**config.mk**
```make
export PLATFORM = sky130hd
export DESIGN_NAME = adc_frame_ctrl
export DESIGN_NICKNAME = d
export VERILOG_FILES = /design/src/rtl/adc_ctrl_pkg.sv /design/src/rtl/adc_sclk_div.sv /design/src/rtl/adc_shift_capture.sv /design/src/rtl/adc_frame_seq.sv /design/src/rtl/adc_frame_ctrl.sv
export SDC_FILE = /design/constraint.sdc
export NUM_CORES = 1
export LEC_CHECK = 0
export BUFFER_PORTS_ARGS = -buffer_cell sky130_fd_sc_hd__buf_2
export CAP_MARGIN = 30
export CELL_PAD_IN_SITES_DETAIL_PLACEMENT = 1
export CELL_PAD_IN_SITES_GLOBAL_PLACEMENT = 1
export CORE_MARGIN = 1
export CORE_UTILIZATION = 46
export DETAILED_ROUTE_END_ITERATION = 7
export PLACE_DENSITY_LB_ADDON = 0.3
export SLEW_MARGIN = 25
export SYNTH_ARGS = -nofsm -noshare
export SYNTH_HDL_FRONTEND = slang
export SYNTH_SLANG_ARGS = --single-unit
```
**constraint.sdc**
```tcl
create_clock -name clk -period 2.6 [get_ports clk]
set_clock_uncertainty 0.2 [all_clocks]
set_input_delay 0.26 -clock clk [delete_from_list [all_inputs] [get_ports clk]]
set_output_delay 0.26 -clock clk [all_outputs]
set_load 0.02 [all_outputs]
```
**src/rtl/adc_ctrl_pkg.sv**
```systemverilog
package adc_ctrl_pkg;

  typedef enum logic [1:0] {
    ST_IDLE   = 2'd0,
    ST_ACTIVE = 2'd1,
    ST_QUIET  = 2'd2
  } frame_state_e;

endpackage

```
**src/rtl/adc_sclk_div.sv**
```systemverilog
module adc_sclk_div #(
  parameter int DIV_W = 8
) (
  input  logic             clk,
  input  logic             rst_n,
  input  logic             run_i,
  input  logic [DIV_W-1:0] half_i,
  output logic             tick_o
);

  logic [DIV_W-1:0] cnt_q;
  logic [DIV_W-1:0] cnt_d;
  logic             tick;

  always_comb begin
    tick  = run_i && (cnt_q == half_i);
    cnt_d = cnt_q;
    if (!run_i || tick) begin
      cnt_d = '0;
    end else begin
      cnt_d = cnt_q + 1'b1;
    end
  end

  always_ff @(posedge clk or negedge rst_n) begin
    if (!rst_n) begin
      cnt_q <= '0;
    end else begin
      cnt_q <= cnt_d;
    end
  end

  assign tick_o = tick;

  // the half-period counter never runs past its latched limit
  assert_cnt_bound_R3: assert property (@(posedge clk) disable iff (!rst_n)
    run_i |-> (cnt_q <= half_i));

endmodule

```
**src/rtl/adc_shift_capture.sv**
```systemverilog
module adc_shift_capture #(
  parameter int FRAME_BITS = 16
) (
  input  logic                  clk,
  input  logic                  rst_n,
  input  logic                  sample_i,
  input  logic                  commit_i,
  input  logic                  sdata_i,
  output logic [FRAME_BITS-1:0] result_o,
  output logic                  valid_o
);

  logic [FRAME_BITS-1:0] sh_q, sh_d;
  logic [FRAME_BITS-1:0] res_q, res_d;
  logic                  vld_q, vld_d;

  always_comb begin
    sh_d  = sh_q;
    res_d = res_q;
    vld_d = 1'b0;
    if (sample_i) begin
      sh_d = {sh_q[FRAME_BITS-2:0], sdata_i};
      if (commit_i) begin
        res_d = sh_d;
        vld_d = 1'b1;
      end
    end
  end

  always_ff @(posedge clk or negedge rst_n) begin
    if (!rst_n) begin
      sh_q  <= '0;
      res_q <= '0;
      vld_q <= 1'b0;
    end else begin
      if (sample_i) begin
        sh_q <= sh_d;
      end
      res_q <= res_d;
      vld_q <= vld_d;
    end
  end

  assign result_o = res_q;
  assign valid_o  = vld_q;

  // strobe lasts one clock
  assert_valid_single_R6: assert property (@(posedge clk) disable iff (!rst_n)
    valid_o |=> !valid_o);

  // a strobe always follows a sample
  assert_valid_after_sample_R6: assert property (@(posedge clk) disable iff (!rst_n)
    valid_o |-> $past(sample_i));

  // the result only moves with the strobe
  assert_result_hold_R6: assert property (@(posedge clk) disable iff (!rst_n)
    !valid_o |-> $stable(result_o));

endmodule

```
**src/rtl/adc_frame_seq.sv**
```systemverilog
module adc_frame_seq
  import adc_ctrl_pkg::*;
#(
  parameter int DIV_W      = 8,
  parameter int QUIET_W    = 8,
  parameter int FRAME_BITS = 16,
  parameter int PD_FALLS   = 4
) (
  input  logic               clk,
  input  logic               rst_n,
  input  logic               start_i,
  input  logic               pd_cmd_i,
  input  logic [DIV_W-1:0]   div_i,
  input  logic [QUIET_W-1:0] quiet_i,
  input  logic               tick_i,
  output logic               run_o,
  output logic [DIV_W-1:0]   half_o,
  output logic               sample_o,
  output logic               commit_o,
  output logic               cs_n_o,
  output logic               sclk_o,
  output logic               busy_o
);

  localparam int CNT_W = $clog2(FRAME_BITS + 1);
  localparam logic [CNT_W-1:0] FULL_CNT = CNT_W'(FRAME_BITS);
  localparam logic [CNT_W-1:0] PD_CNT   = CNT_W'(PD_FALLS);

  frame_state_e       state_q, state_d;
  logic               cs_n_q, cs_n_d;
  logic               sclk_q, sclk_d;
  logic [CNT_W-1:0]   falls_q, falls_d;
  logic               pd_q, pd_d;
  logic [DIV_W-1:0]   half_q, half_d;
  logic [QUIET_W-1:0] qcnt_q, qcnt_d;

  logic               rise, fall, last;
  logic [CNT_W-1:0]   end_cnt;

  always_comb begin
    rise    = tick_i && !sclk_q;
    fall    = tick_i && sclk_q;
    end_cnt = pd_q ? PD_CNT : FULL_CNT;
    last    = rise && (falls_q == end_cnt);

    state_d = state_q;
    cs_n_d  = cs_n_q;
    sclk_d  = sclk_q;
    falls_d = falls_q;
    pd_d    = pd_q;
    half_d  = half_q;
    qcnt_d  = qcnt_q;

    unique case (state_q)
      ST_IDLE: begin
        if (start_i) begin
          state_d = ST_ACTIVE;
          cs_n_d  = 1'b0;
          sclk_d  = 1'b1;
          falls_d = '0;
          pd_d    = pd_cmd_i;
          half_d  = div_i;
          qcnt_d  = quiet_i;
        end
      end
      ST_ACTIVE: begin
        if (fall) begin
          sclk_d  = 1'b0;
          falls_d = falls_q + 1'b1;
        end
        if (rise) begin
          sclk_d = 1'b1;
          if (last) begin
            cs_n_d  = 1'b1;
            state_d = ST_QUIET;
          end
        end
      end
      ST_QUIET: begin
        if (qcnt_q == '0) begin
          state_d = ST_IDLE;
        end else begin
          qcnt_d = qcnt_q - 1'b1;
        end
      end
      default: begin
        state_d = ST_IDLE;
        cs_n_d  = 1'b1;
        sclk_d  = 1'b1;
      end
    endcase
  end

  always_ff @(posedge clk or negedge rst_n) begin
    if (!rst_n) begin
      state_q <= ST_IDLE;
      cs_n_q  <= 1'b1;
      sclk_q  <= 1'b1;
      falls_q <= '0;
      pd_q    <= 1'b0;
      half_q  <= '0;
      qcnt_q  <= '0;
    end else begin
      state_q <= state_d;
      cs_n_q  <= cs_n_d;
      sclk_q  <= sclk_d;
      falls_q <= falls_d;
      pd_q    <= pd_d;
      half_q  <= half_d;
      qcnt_q  <= qcnt_d;
    end
  end

  assign run_o    = (state_q == ST_ACTIVE);
  assign half_o   = half_q;
  assign sample_o = run_o && rise;
  assign commit_o = run_o && last && !pd_q;
  assign cs_n_o   = cs_n_q;
  assign sclk_o   = sclk_q;
  assign busy_o   = (state_q != ST_IDLE);

  // the serial clock is only low inside a frame
  assert_sclk_idle_high_R3: assert property (@(posedge clk) disable iff (!rst_n)
    !sclk_o |-> !cs_n_o);

  // select only falls out of the idle state
  assert_start_only_idle_R9: assert property (@(posedge clk) disable iff (!rst_n)
    $fell(cs_n_o) |-> !$past(busy_o));

  // a read frame ends on its sixteenth falling edge
  assert_read_len_R5: assert property (@(posedge clk) disable iff (!rst_n)
    ($rose(cs_n_o) && !pd_q) |-> (falls_q == FULL_CNT));

  // a power-down frame ends on its configured edge
  assert_pd_len_R7: assert property (@(posedge clk) disable iff (!rst_n)
    ($rose(cs_n_o) && pd_q) |-> (falls_q == PD_CNT));

  // select is released with the serial clock high
  assert_release_high_R5: assert property (@(posedge clk) disable iff (!rst_n)
    $rose(cs_n_o) |-> sclk_o);

  // when not busy, select is released
  assert_idle_released_R8: assert property (@(posedge clk) disable iff (!rst_n)
    !busy_o |-> cs_n_o);

endmodule

```
**src/rtl/adc_frame_ctrl.sv**
```systemverilog
module adc_frame_ctrl #(
  parameter int DIV_W      = 8,
  parameter int QUIET_W    = 8,
  parameter int FRAME_BITS = 16,
  parameter int PD_FALLS   = 4
) (
  input  logic                  clk,
  input  logic                  rst_n,
  input  logic                  start_i,
  input  logic                  pd_cmd_i,
  input  logic [DIV_W-1:0]      div_i,
  input  logic [QUIET_W-1:0]    quiet_i,
  input  logic                  sdata_i,
  output logic                  cs_n_o,
  output logic                  sclk_o,
  output logic [FRAME_BITS-1:0] result_o,
  output logic                  valid_o,
  output logic                  busy_o
);

  generate
    if (PD_FALLS < 3 || PD_FALLS > 9) begin : g_bad_pd_falls
      $error("PD_FALLS must lie between 3 and 9");
    end
  endgenerate

  logic             run;
  logic [DIV_W-1:0] half;
  logic             tick;
  logic             sample;
  logic             commit;

  adc_frame_seq #(
    .DIV_W      (DIV_W),
    .QUIET_W    (QUIET_W),
    .FRAME_BITS (FRAME_BITS),
    .PD_FALLS   (PD_FALLS)
  ) u_seq (
    .clk      (clk),
    .rst_n    (rst_n),
    .start_i  (start_i),
    .pd_cmd_i (pd_cmd_i),
    .div_i    (div_i),
    .quiet_i  (quiet_i),
    .tick_i   (tick),
    .run_o    (run),
    .half_o   (half),
    .sample_o (sample),
    .commit_o (commit),
    .cs_n_o   (cs_n_o),
    .sclk_o   (sclk_o),
    .busy_o   (busy_o)
  );

  adc_sclk_div #(
    .DIV_W (DIV_W)
  ) u_div (
    .clk    (clk),
    .rst_n  (rst_n),
    .run_i  (run),
    .half_i (half),
    .tick_o (tick)
  );

  adc_shift_capture #(
    .FRAME_BITS (FRAME_BITS)
  ) u_cap (
    .clk      (clk),
    .rst_n    (rst_n),
    .sample_i (sample),
    .commit_i (commit),
    .sdata_i  (sdata_i),
    .result_o (result_o),
    .valid_o  (valid_o)
  );

endmodule

```
======== Word-level counts from Yosys, hierarchy flattened ========
Cells that the tools add are included.
Widths: inputs -> output; s select.
word-level totals
  output and inout bits ................... 20
  flip-flop bits (word level) ............. 66
  logic and storage cells ................. 72
operators by class
  mux-type cells .......................... 23
  bitwise gates (word level) .............. 1
  reductions and logical operators ........ 23
  add/subtract/negate cells ............... 3
  eq/ne operators ......................... 11
operators with widths
  cell                 number
  $mux 8               3
  $pmux 8 s2           1
  $mux 5               3
  $ne 2x2->1 const B   5
  $pmux 5 s2           1
  $reduce_and 3->1     3
  $add 8x1->8 const B  1
  $eq 8x8->1           1
  $logic_not 8->1      1
  $mux 1               8
  $mux 2               4
  $reduce_and 4->1     2
  $sub 8x1->8 const B  1
  $logic_and 1x1->1    7
  $pmux 1 s3           2
  $pmux 2 s3           1
  $reduce_bool 2->1    3
  $add 5x1->5 const B  1
  $eq 5x5->1           1
  $reduce_and 2->1     2
  $logic_not 1->1      3
  $ne 3x3->1 const B   1
  $eq 2x1->1 const B   1
  $eq 2x2->1 const B   1
  other kinds (4)      4

======== Logic depth before layout (Yosys ltp) ========
Gate-level depths: netlist (run 1).
  depth in word-level cells ............... 8
  gate-level depth with buffers ........... 7
  depth with buffers taken out ............ 6

======== Hierarchy ========
Synthesis (run 1) repeated with hierarchy kept, for this count alone.
unflattened totals
  cell total of the unflattened synthesis .. 247
  area total of the unflattened synthesis .. 3140.5 µm²
modules (own cells, without submodules)
  module             area an instance (µm²)  cells an instance  instances
  adc_frame_seq      1393.8                  133                1
  adc_shift_capture  1246.2                  68                 1
  adc_sclk_div       500.5                   46                 1

======== Least setup slack after synthesis (run 1) ========
OpenSTA, ideal clock, no wires.
  path type ............................... flip-flop to flip-flop
  start point ............................. register u_div.cnt_q[3]
  end point ............................... register u_cap.res_q[10] (netlist: u_cap.result_o[10])
  period minus slack after synthesis ...... 2231 ps
  buffers on the path ..................... 2
  library setup time ...................... 127 ps
  arrival time ............................ 1903 ps
  cell stages (with the launch flop) ...... 7
  slack ................................... 369 ps
  required time ........................... 2273 ps
  cells stage by stage .................... dfrtp_1 -> xor2_1 -> nor4_2 -> and4_1 -> buf_4 -> buf_8 -> mux2_1
on the way
  word-level cells in the longest chain between the ends .. 7
  elaborated cells between the ends (all ways) .. 8
  those cells by class .................... eq/ne (1); reduce/logical (7)
RTL lines
  what                            line                     source
  start: declaration              adc_sclk_div.sv:11       logic [DIV_W-1:0] cnt_q;
  start signal: assignment        adc_sclk_div.sv:29       cnt_q <= cnt_d;
  $eq 8x8->1 (*)                  adc_sclk_div.sv:16       tick = run_i && (cnt_q == half_i);
  $logic_and 1x1->1 (*)           adc_sclk_div.sv:16
  $logic_and 1x1->1 (*)           adc_frame_seq.sv:41      rise = tick_i && !sclk_q;
  $logic_and 1x1->1               adc_frame_seq.sv:44      last = rise && (falls_q == end_cnt);
  $logic_and 1x1->1 (2 in a row)  adc_frame_seq.sv:117     assign commit_o = run_o && last && !pd_q;
  $reduce_and 2->1 (no line) (*)  -
  end signal: assignment          adc_shift_capture.sv:39  res_q <= res_d;
  end: declaration                adc_shift_capture.sv:14  logic [FRAME_BITS-1:0] res_q, res_d;
Mark *: on every way between the ends. The rest lies on a longest branch, timed or not.
A chain may end at the register's enable or synchronous reset.

======== Worst setup path after layout (run 1) ========
  start point ............................. register u_div.cnt_q[0]
  end point ............................... register u_seq.falls_q[1]
on the way
  word-level cells in the longest chain between the ends .. 5
RTL lines
  what                        line                  source
  $eq 8x8->1                  adc_sclk_div.sv:16
  $logic_and 1x1->1           adc_sclk_div.sv:16
  $logic_and 1x1->1           adc_frame_seq.sv:42   fall = tick_i && sclk_q;
  $ne 2x2->1 (no line)        -
  $reduce_and 3->1 (no line)  -
  end signal: assignment      adc_frame_seq.sv:107  falls_q <= falls_d;
  end: declaration            adc_frame_seq.sv:32   logic [CNT_W-1:0] falls_q, falls_d;
Every way passes these cells.

==> qor.yml, run 1 <==
final_layout:
  drive_gt1_share_pct: 31.5
  diodes: 0
  final_cell_count_no_fill: 417
  syn_to_final_growth_pct: 21.7
  fill_cells: 693
  nNetsFinal: 361
pwr:
  powerDensity_nw_per_um2: 851
  vdd_drop_max_mv: 0.446
  p_leak_nw: 1.95
floorplanning:
  ios: 41
  rows: 29
  core_area_um2: 6420
  die_w_um: 84.1
  dieArea_um2: 7080
  initial_core_util_pct: 48.3
  chipHeight_um: 84.1
logic_synthesis:
  synth_top_family_by_area: "simple AND/OR/NAND/NOR gates"
  yosys-top-cells-area: "dfrtp_1 52%, mux2_4 5.3%, nand2_1 4.4%, mux2_2 4.4%, xor2_1 3.7%"
  synth_fa_ha_area_share_pct: 2.02
  syn-instance-count: 269
  async_reset_ff_share_pct: 100
  yosysMostFrequentCell: "dfrtp_1"
  yosysTopAreaCell: "dfrtp_1"
  synthTopCellsByCount: "64 x dfrtp_1, 36 x nand2_1, 21 x nor2_1, 13 x xor2_1, 12 x mux2_2"
  yosysUniqueCellTypes: 52
  netlist_area_um2: 3100
  ys_warn_count: 0
  synth_edf_count: 0
  synthFlopType: "dfrtp_1"
  synth_top_area_share_pct: 51.6
  synth-seq-cells: 66
  seq_area_frac_synth_pct: 53.3
  synth_compound_area_share_pct: 7.34
  synth-xor-area-share_pct: 3.95
  syn_avg_cell_area_um2: 11.5
  synth_nets: 295
  synthMuxAreaShare_pct: 13.6
  synth-simple-area-share_pct: 16.9
cts:
  clock_path_buffers: 2
  cts_tree: "built"
  htreeDepth: 3
  clkTransAtPathRegs_ps: 80
  cts_buffers: 9
  cts-root-buf: "clkbuf_8"
  clk_latency_ps: 350
  post_cts_buffers: 0
  clock_sinks: 66
  ctsResizeCount: 0
hold_path:
  hp-class: "in2reg"
placement:
  gp_congestion: 0.763
  numPortBuffers: 40
  place_hpwl_um: 4760
  dp_slack_ps: 383
  place_inst: 386
timing:
  layout_min_cycle_time_ps: 2230
  rsz0062_at_grt: "no"
  tightest_slew_ps: 440
  setup_viol: 0
  finalCritPeriodShare_pct: 85.8
  fmax_mhz: 448
  finalSetupTns_ps: 0
  setup_ws_ps: 370
  slew_violations: 0
  max_slew_margin_pct: 70.4
  hold_viol_final: 0
route:
  routed_via_density: 5.32
  firstDrtPassIters: 8
  wl_um: 6810
  num_vias: 2219
  wl_per_cell_um: 16.3
  drc: 4
  ant_nets: 0
  drt_iter0_drc: 44
global_route:
  antenna_found_initial: 0
  grt_first_pass_wirelength_um: 12000
  grt_pass1_vias: 2429
  grt_overflow: 0
  track_usage_pct: 22.2
  grt_max_degree: 27
run_status:
  violations: "design-rule violations"
  outcome: "complete, but fails checks"
worst_setup_path:
  cp.required_ps: 2630
  endpoint_kind: "flip-flop"
  critical_path_class: "reg2reg"
  crit_path_max_fanout: 6
  critPathArrivalTime_ps: 2260
  startpoint_type: "flip-flop"
run:
  maxCapViolCount: 0
## cell usage in the layout (no fill, tap or decap), drive strengths merged, types with 4 or more instances in the layout
cell type / n
dfrtp: 64
buf: 50
nand2: 36
mux2: 32
nor2: 21
dlygate4sd3: 15
xor2: 13
o21ai: 12
nand3: 10
clkbuf: 9
inv: 8
a21oi: 7
ha: 5
or4: 4
nor3b: 4
clkinv: 4
## through the flow
| step | hold slack, ps | power [mW] | util [%] | cell area [µm²] |
|---|---|---|---|---|
| after global routing | 61.5 | 3.44 | 58.8 | 3770 |
| final | 43.3 | 3.21 | 58.8 | 3770 |
| after CTS | 30.4 | 3.25 | 58.8 | 3770 |
| after floorplan | -236 | 2.05 | - | 3100 |
| after detailed placement | 4.00 | 2.35 | 53.3 | 3420 |
| after global placement | 5.29 | 2.29 | 53.3 | 3420 |
## kinds of logic after synthesis
family	after synthesis
AO/OA/AOI/OAI	34
XOR/XNOR	14
adder cells (fa/ha/maj)	5
buffers and inverters	17
flip-flops	66
multiplexers	34
AND/OR/NAND/NOR	99
## layer usage
metal | part of all wire, % | GRT usage [%]
met5 | 0 | 0
met3 | 3.1 | 5.24
met4 | 1.1 | 8.46
met1 | 45 | 27.6
met2 | 51 | 37.8
## final cells by class
type / instances / area (µm²) / share of cell area [%]
Clock buffer: 9 / 124 / 3.28
Multi-Input combinational cell: 186 / 1360 / 36.0
Tap cell: 77 / 96.3 / 2.55
Clock inverter: 7 / 77.6 / 2.06
Inverter: 7 / 26.3 / 0.696
Timing Repair Buffer: 65 / 438 / 11.6
Sequential cell: 66 / 1650 / 43.8
## state kept, by name, indices dropped and copies added (netlist names)
signal	flops
u_cap.result_o	16
u_cap.sh_q	15
u_div.cnt_q	8
u_seq.half_o	8
u_seq.qcnt_q	8
u_seq.falls_q	5
u_seq.state_q	2
u_cap.valid_o	1
u_seq.cs_n_o	1
u_seq.pd_q	1
u_seq.sclk_o	1
## worst max-delay path, stage by stage, from the launching register on
cell and delay [ps]:
dfrtp_1 450, xor2_1 200, or4_4 570, or3_4 410, mux2_4 300
## path summary, 6_finish.rpt
path / start / end / slack (ps) / cells past startpoint
hold reg to reg: u_cap.result_o[10] / u_cap.result_o[10] / 290 / 1
max in group asynchronous: rst_n / u_seq.sclk_o / 1330 / 3
setup reg to reg: u_div.cnt_q[0] / u_seq.falls_q[1] / 370 / 4
min in group asynchronous: rst_n / u_cap.result_o[8] / 170 / 2
hold / removal: quiet_i[6] / u_seq.qcnt_q[6] / 40 / 3
setup / recovery: u_div.cnt_q[0] / u_seq.falls_q[1] / 370 / 4
## where the power goes
part | internal [mW] | switching, mW | leakage, nW
sequential | 1.24 | 0.231 | 0.873
combinational | 0.392 | 0.476 | 0.982
clock | 0.449 | 0.423 | 0.0998
## repair_timing
action / in CTS / in global routing
hold buffers: 15 / 0
setup endpoints to repair: 0 / 0
endpoints found under the hold margin: 55 / 0
No activity file was read; power rests on OpenSTA's default activity.
==> run 2, diff against run 1 <==
Settings changed: SYNTH_HIERARCHICAL from default to 1.
==> qor.yml, run 2 <==
floorplanning:
  rows: 29  # unchanged
  dieArea_um2: 7160  # was 7080 µm²
  core_area_um2: 6460  # was 6420 µm²
  die_w_um: 84.6  # was 84.1 µm
  ios: 41  # unchanged
  chipHeight_um: 84.6  # was 84.1 µm
  initial_core_util_pct: 48.6  # was 48.3%
final_layout:
  post-route-util_pct: 62.0  # was 58.8%
  fill_cells: 654  # was 693
  nNetsFinal: 355  # was 361
  multi_input_area_um2: 1460  # was 1360 µm²
  final_common_cell: "dfrtp_1"  # unchanged
  drive_gt1_share_pct: 42.5  # was 31.5%
  diodes: 0  # unchanged
  register_area_um2: 1650  # unchanged
  final_cell_count_no_fill: 411  # was 417
  fin_area_um2: 4000  # was 3770 µm²
  most-common-layout-cells: "64 x dfrtp_1, 40 x buf_2, 32 x mux2_2"  # was 64 x dfrtp_1, 40 x buf_2, 36 x nand2_1
  largest_reg_flops: 16  # unchanged
  syn_to_final_growth_pct: 27.5  # was 21.7%
worst_setup_path:
  r2r_cells: 9  # was 4
  critical_path_class: "reg2reg"  # unchanged
  slowest_delay_ps: 540  # was 570 ps
  endpoint_kind: "flip-flop"  # unchanged
  cp_num_buf_inv: 1  # was 0
  slowest_stage: "or4b_4"  # was or4_4
  critPathArrivalTime_ps: 2860  # was 2260 ps
  crit_path_max_fanout: 5  # was 6
  startpoint_type: "flip-flop"  # unchanged
  critical-path-top-delay-family: "simple AND/OR/NAND/NOR gates"  # unchanged
  r2r_end: "u_cap/result_o[12]"  # was u_seq.falls_q[1]
  r2r_slack_ps: -230  # was 370 ps
  crit_path_cell_trace: "xor2_2 -> nor4_4 -> and3_4 -> nand2b_4 -> or4b_4 -> nor3_4 -> buf_12 -> nand2_8 -> mux2_4"  # was xor2_1 -> or4_4 -> or3_4 -> mux2_4
  cp.required_ps: 2630  # about the same
  r2r-start: "u_div/cnt_q[5]"  # was u_div.cnt_q[0]
hold_path:
  whs_endpoint: "u_seq/qcnt_q[4]"  # was u_seq.qcnt_q[6]
  hp-class: "in2reg"  # unchanged
  whs_path_depth: 3  # unchanged
  hp-start: "quiet_i[4]"  # was quiet_i[6]
timing:
  layout_min_cycle_time_ps: 2830  # was 2230 ps
  rsz0062_at_grt: "yes"  # was no
  finalSetupTns_ps: -3410  # was 0 ps
  finalCritPeriodShare_pct: 109  # was 85.8%
  max_slew_margin_pct: 60.6  # was 70.4%
  hold_viol_final: 0  # unchanged
  worst_hold_slack_ps: 25.6  # was 43.3 ps
  slew_violations: 0  # unchanged
  tightest_slew_ps: 590  # was 440 ps
  setup_viol: 17  # was 0
  setup_ws_ps: -232  # was 370 ps
  fmax_mhz: 353  # was 448 MHz
logic_synthesis:
  ys_warn_count: 6  # was 0
  yosysUniqueCellTypes: 51  # was 52
  syn_avg_cell_area_um2: 12.7  # was 11.5 µm²
  seq_area_frac_synth_pct: 52.7  # was 53.3%
  synthTopCellsByCount: "64 x dfrtp_1, 32 x mux2_2, 15 x nor2_1, 11 x xor2_1, 10 x o21ai_0"  # was 64 x dfrtp_1, 36 x nand2_1, 21 x nor2_1, 13 x xor2_1, 12 x mux2_2
  synthFlopType: "dfrtp_1"  # unchanged
  synth_nets: 273  # was 295
  synth_edf_count: 0  # unchanged
  syn-instance-count: 247  # was 269
  yosysTopAreaCell: "dfrtp_1"  # unchanged
  yosysMostFrequentCell: "dfrtp_1"  # unchanged
  synth-seq-cells: 66  # unchanged
  netlist_area_um2: 3140  # was 3100 µm²
  yosys-top-cells-area: "dfrtp_1 51%, mux2_2 11%, mux2_4 4.3%, xor2_1 3.1%, ha_1 2.0%"  # was dfrtp_1 52%, mux2_4 5.3%, nand2_1 4.4%, mux2_2 4.4%, xor2_1 3.7%
  synth_top_area_share_pct: 51.0  # was 51.6%
  async_reset_ff_share_pct: 100  # unchanged
cts:
  cts-root-buf: "clkbuf_8"  # unchanged
  cts_buffers: 9  # unchanged
  clk_latency_ps: 350  # about the same
  clock_sinks: 66  # unchanged
  clkTransAtPathRegs_ps: 70  # was 80 ps
  htreeDepth: 3  # unchanged
  clock_path_buffers: 2  # unchanged
  cts_tree: "built"  # unchanged
route:
  drc: 0  # was 4
  wl_met1_um: 3200  # was 3040 µm
  drt_iter0_drc: 138  # was 44
  wl_met2_um: 3900  # was 3480 µm
  wl_um: 7410  # was 6810 µm
  wl_per_cell_um: 18.0  # was 16.3 µm
  num_vias: 2265  # was 2,219
  ant_nets: 0  # unchanged
  top_layer: "met4"  # unchanged
  firstDrtPassIters: 6  # was 8
  met3_length_um: 154  # was 212 µm
  routed_via_density: 5.51  # was 5.32
global_route:
  track_usage_pct: 22.6  # was 22.2%
  grt_first_pass_wirelength_um: 12300  # was 12,000 µm
  grt_overflow: 0  # unchanged
  antenna_found_initial: 0  # unchanged
  grt_max_degree: 36  # was 27
  grt_pass1_vias: 2517  # was 2,429
run:
  maxCapViolCount: 0  # unchanged
run_status:
  violations: "negative setup slack"  # was design-rule violations
  outcome: "complete, but fails checks"  # unchanged
pwr:
  p_leak_nw: 1.92  # was 1.95 nW
  powerDensity_nw_per_um2: 781  # was 851 nW/µm²
  power.total_mw: 3.13  # was 3.21 mW
  vdd_drop_max_mv: 0.361  # was 0.446 mV
placement:
  placed_cell_area_um2: 3560  # was 3420 µm²
  gp_congestion: 0.732  # was 0.763
  numPortBuffers: 40  # unchanged
  dp_slack_ps: -292  # was 383 ps
  place_hpwl_um: 4970  # was 4760 µm
  place_inst: 376  # was 386
run 2: where the power goes:
group          internal, mW  leakage [nW]  switching, mW  total [mW]
sequential             1.20         0.862          0.186        1.39
combinational         0.394         0.962          0.428       0.821
clock                 0.498        0.0982          0.418       0.916
total                  2.10          1.92           1.03        3.13
run 2: worst max-delay path by stage:
stage / start / end / slack (ps) / cells past startpoint
2_1_floorplan: u_seq/half_o[7] / u_cap/result_o[10] / -360 / 9
3_3_place_gp: u_seq/half_o[5] / u_cap/result_o[9] / -140 / 8
3_5_place_dp: u_seq/half_o[5] / u_cap/result_o[7] / -290 / 8
4_1_cts: u_div/cnt_q[5] / u_cap/result_o[5] / -230 / 9
5_1_grt: u_div/cnt_q[5] / u_cap/result_o[12] / -310 / 9
6_report: u_div/cnt_q[5] / u_cap/result_o[12] / -230 / 9
run 2: layer usage:
layer | vias up | global-route usage [%]
met2 | 34 | 40.0
met4 | 0 | 10.8
met1 | 1161 | 27.3
met5 | - | 0
li1 | 1055 | -
met3 | 15 | 3.15
run 2: logic make-up after synthesis:
group / share of synthesized area [%]
multiplexers: 15.8
flip-flops: 52.7
XOR/XNOR: 4.38
AND/OR/NAND/NOR: 12.6
AO/OA/AOI/OAI: 9.20
adder cells (fa/ha/maj): 1.99
buffers and inverters: 3.35
run 2: what timing repair did:
item | 4_1_cts | 5_1_grt
buffers inserted | 2 | 1
gates resized for setup | 3 | 3
hold buffers | 14 | 0
gates cloned | 2 | 0
pin swaps | 2 | 0
endpoints found under the hold margin | 78 | 0
setup endpoints to repair | 17 | 18
run 2: layout make-up:
type	count	share of cell area (%)
clock inverter	5	1.53
tap	77	2.41
multi-input combinational	166	36.5
sequential	66	41.3
inverter	8	0.750
clock buffer	11	3.78
timing repair buffer	78	13.7
run 2: worst register-to-register path, cell delays in order (launching register included):
cell and delay [ps]:
dfrtp_1 410, xor2_2 190, nor4_4 340, and3_4 260
nand2b_4 60, or4b_4 540, nor3_4 160, buf_12 160
nand2_8 80, mux2_4 310
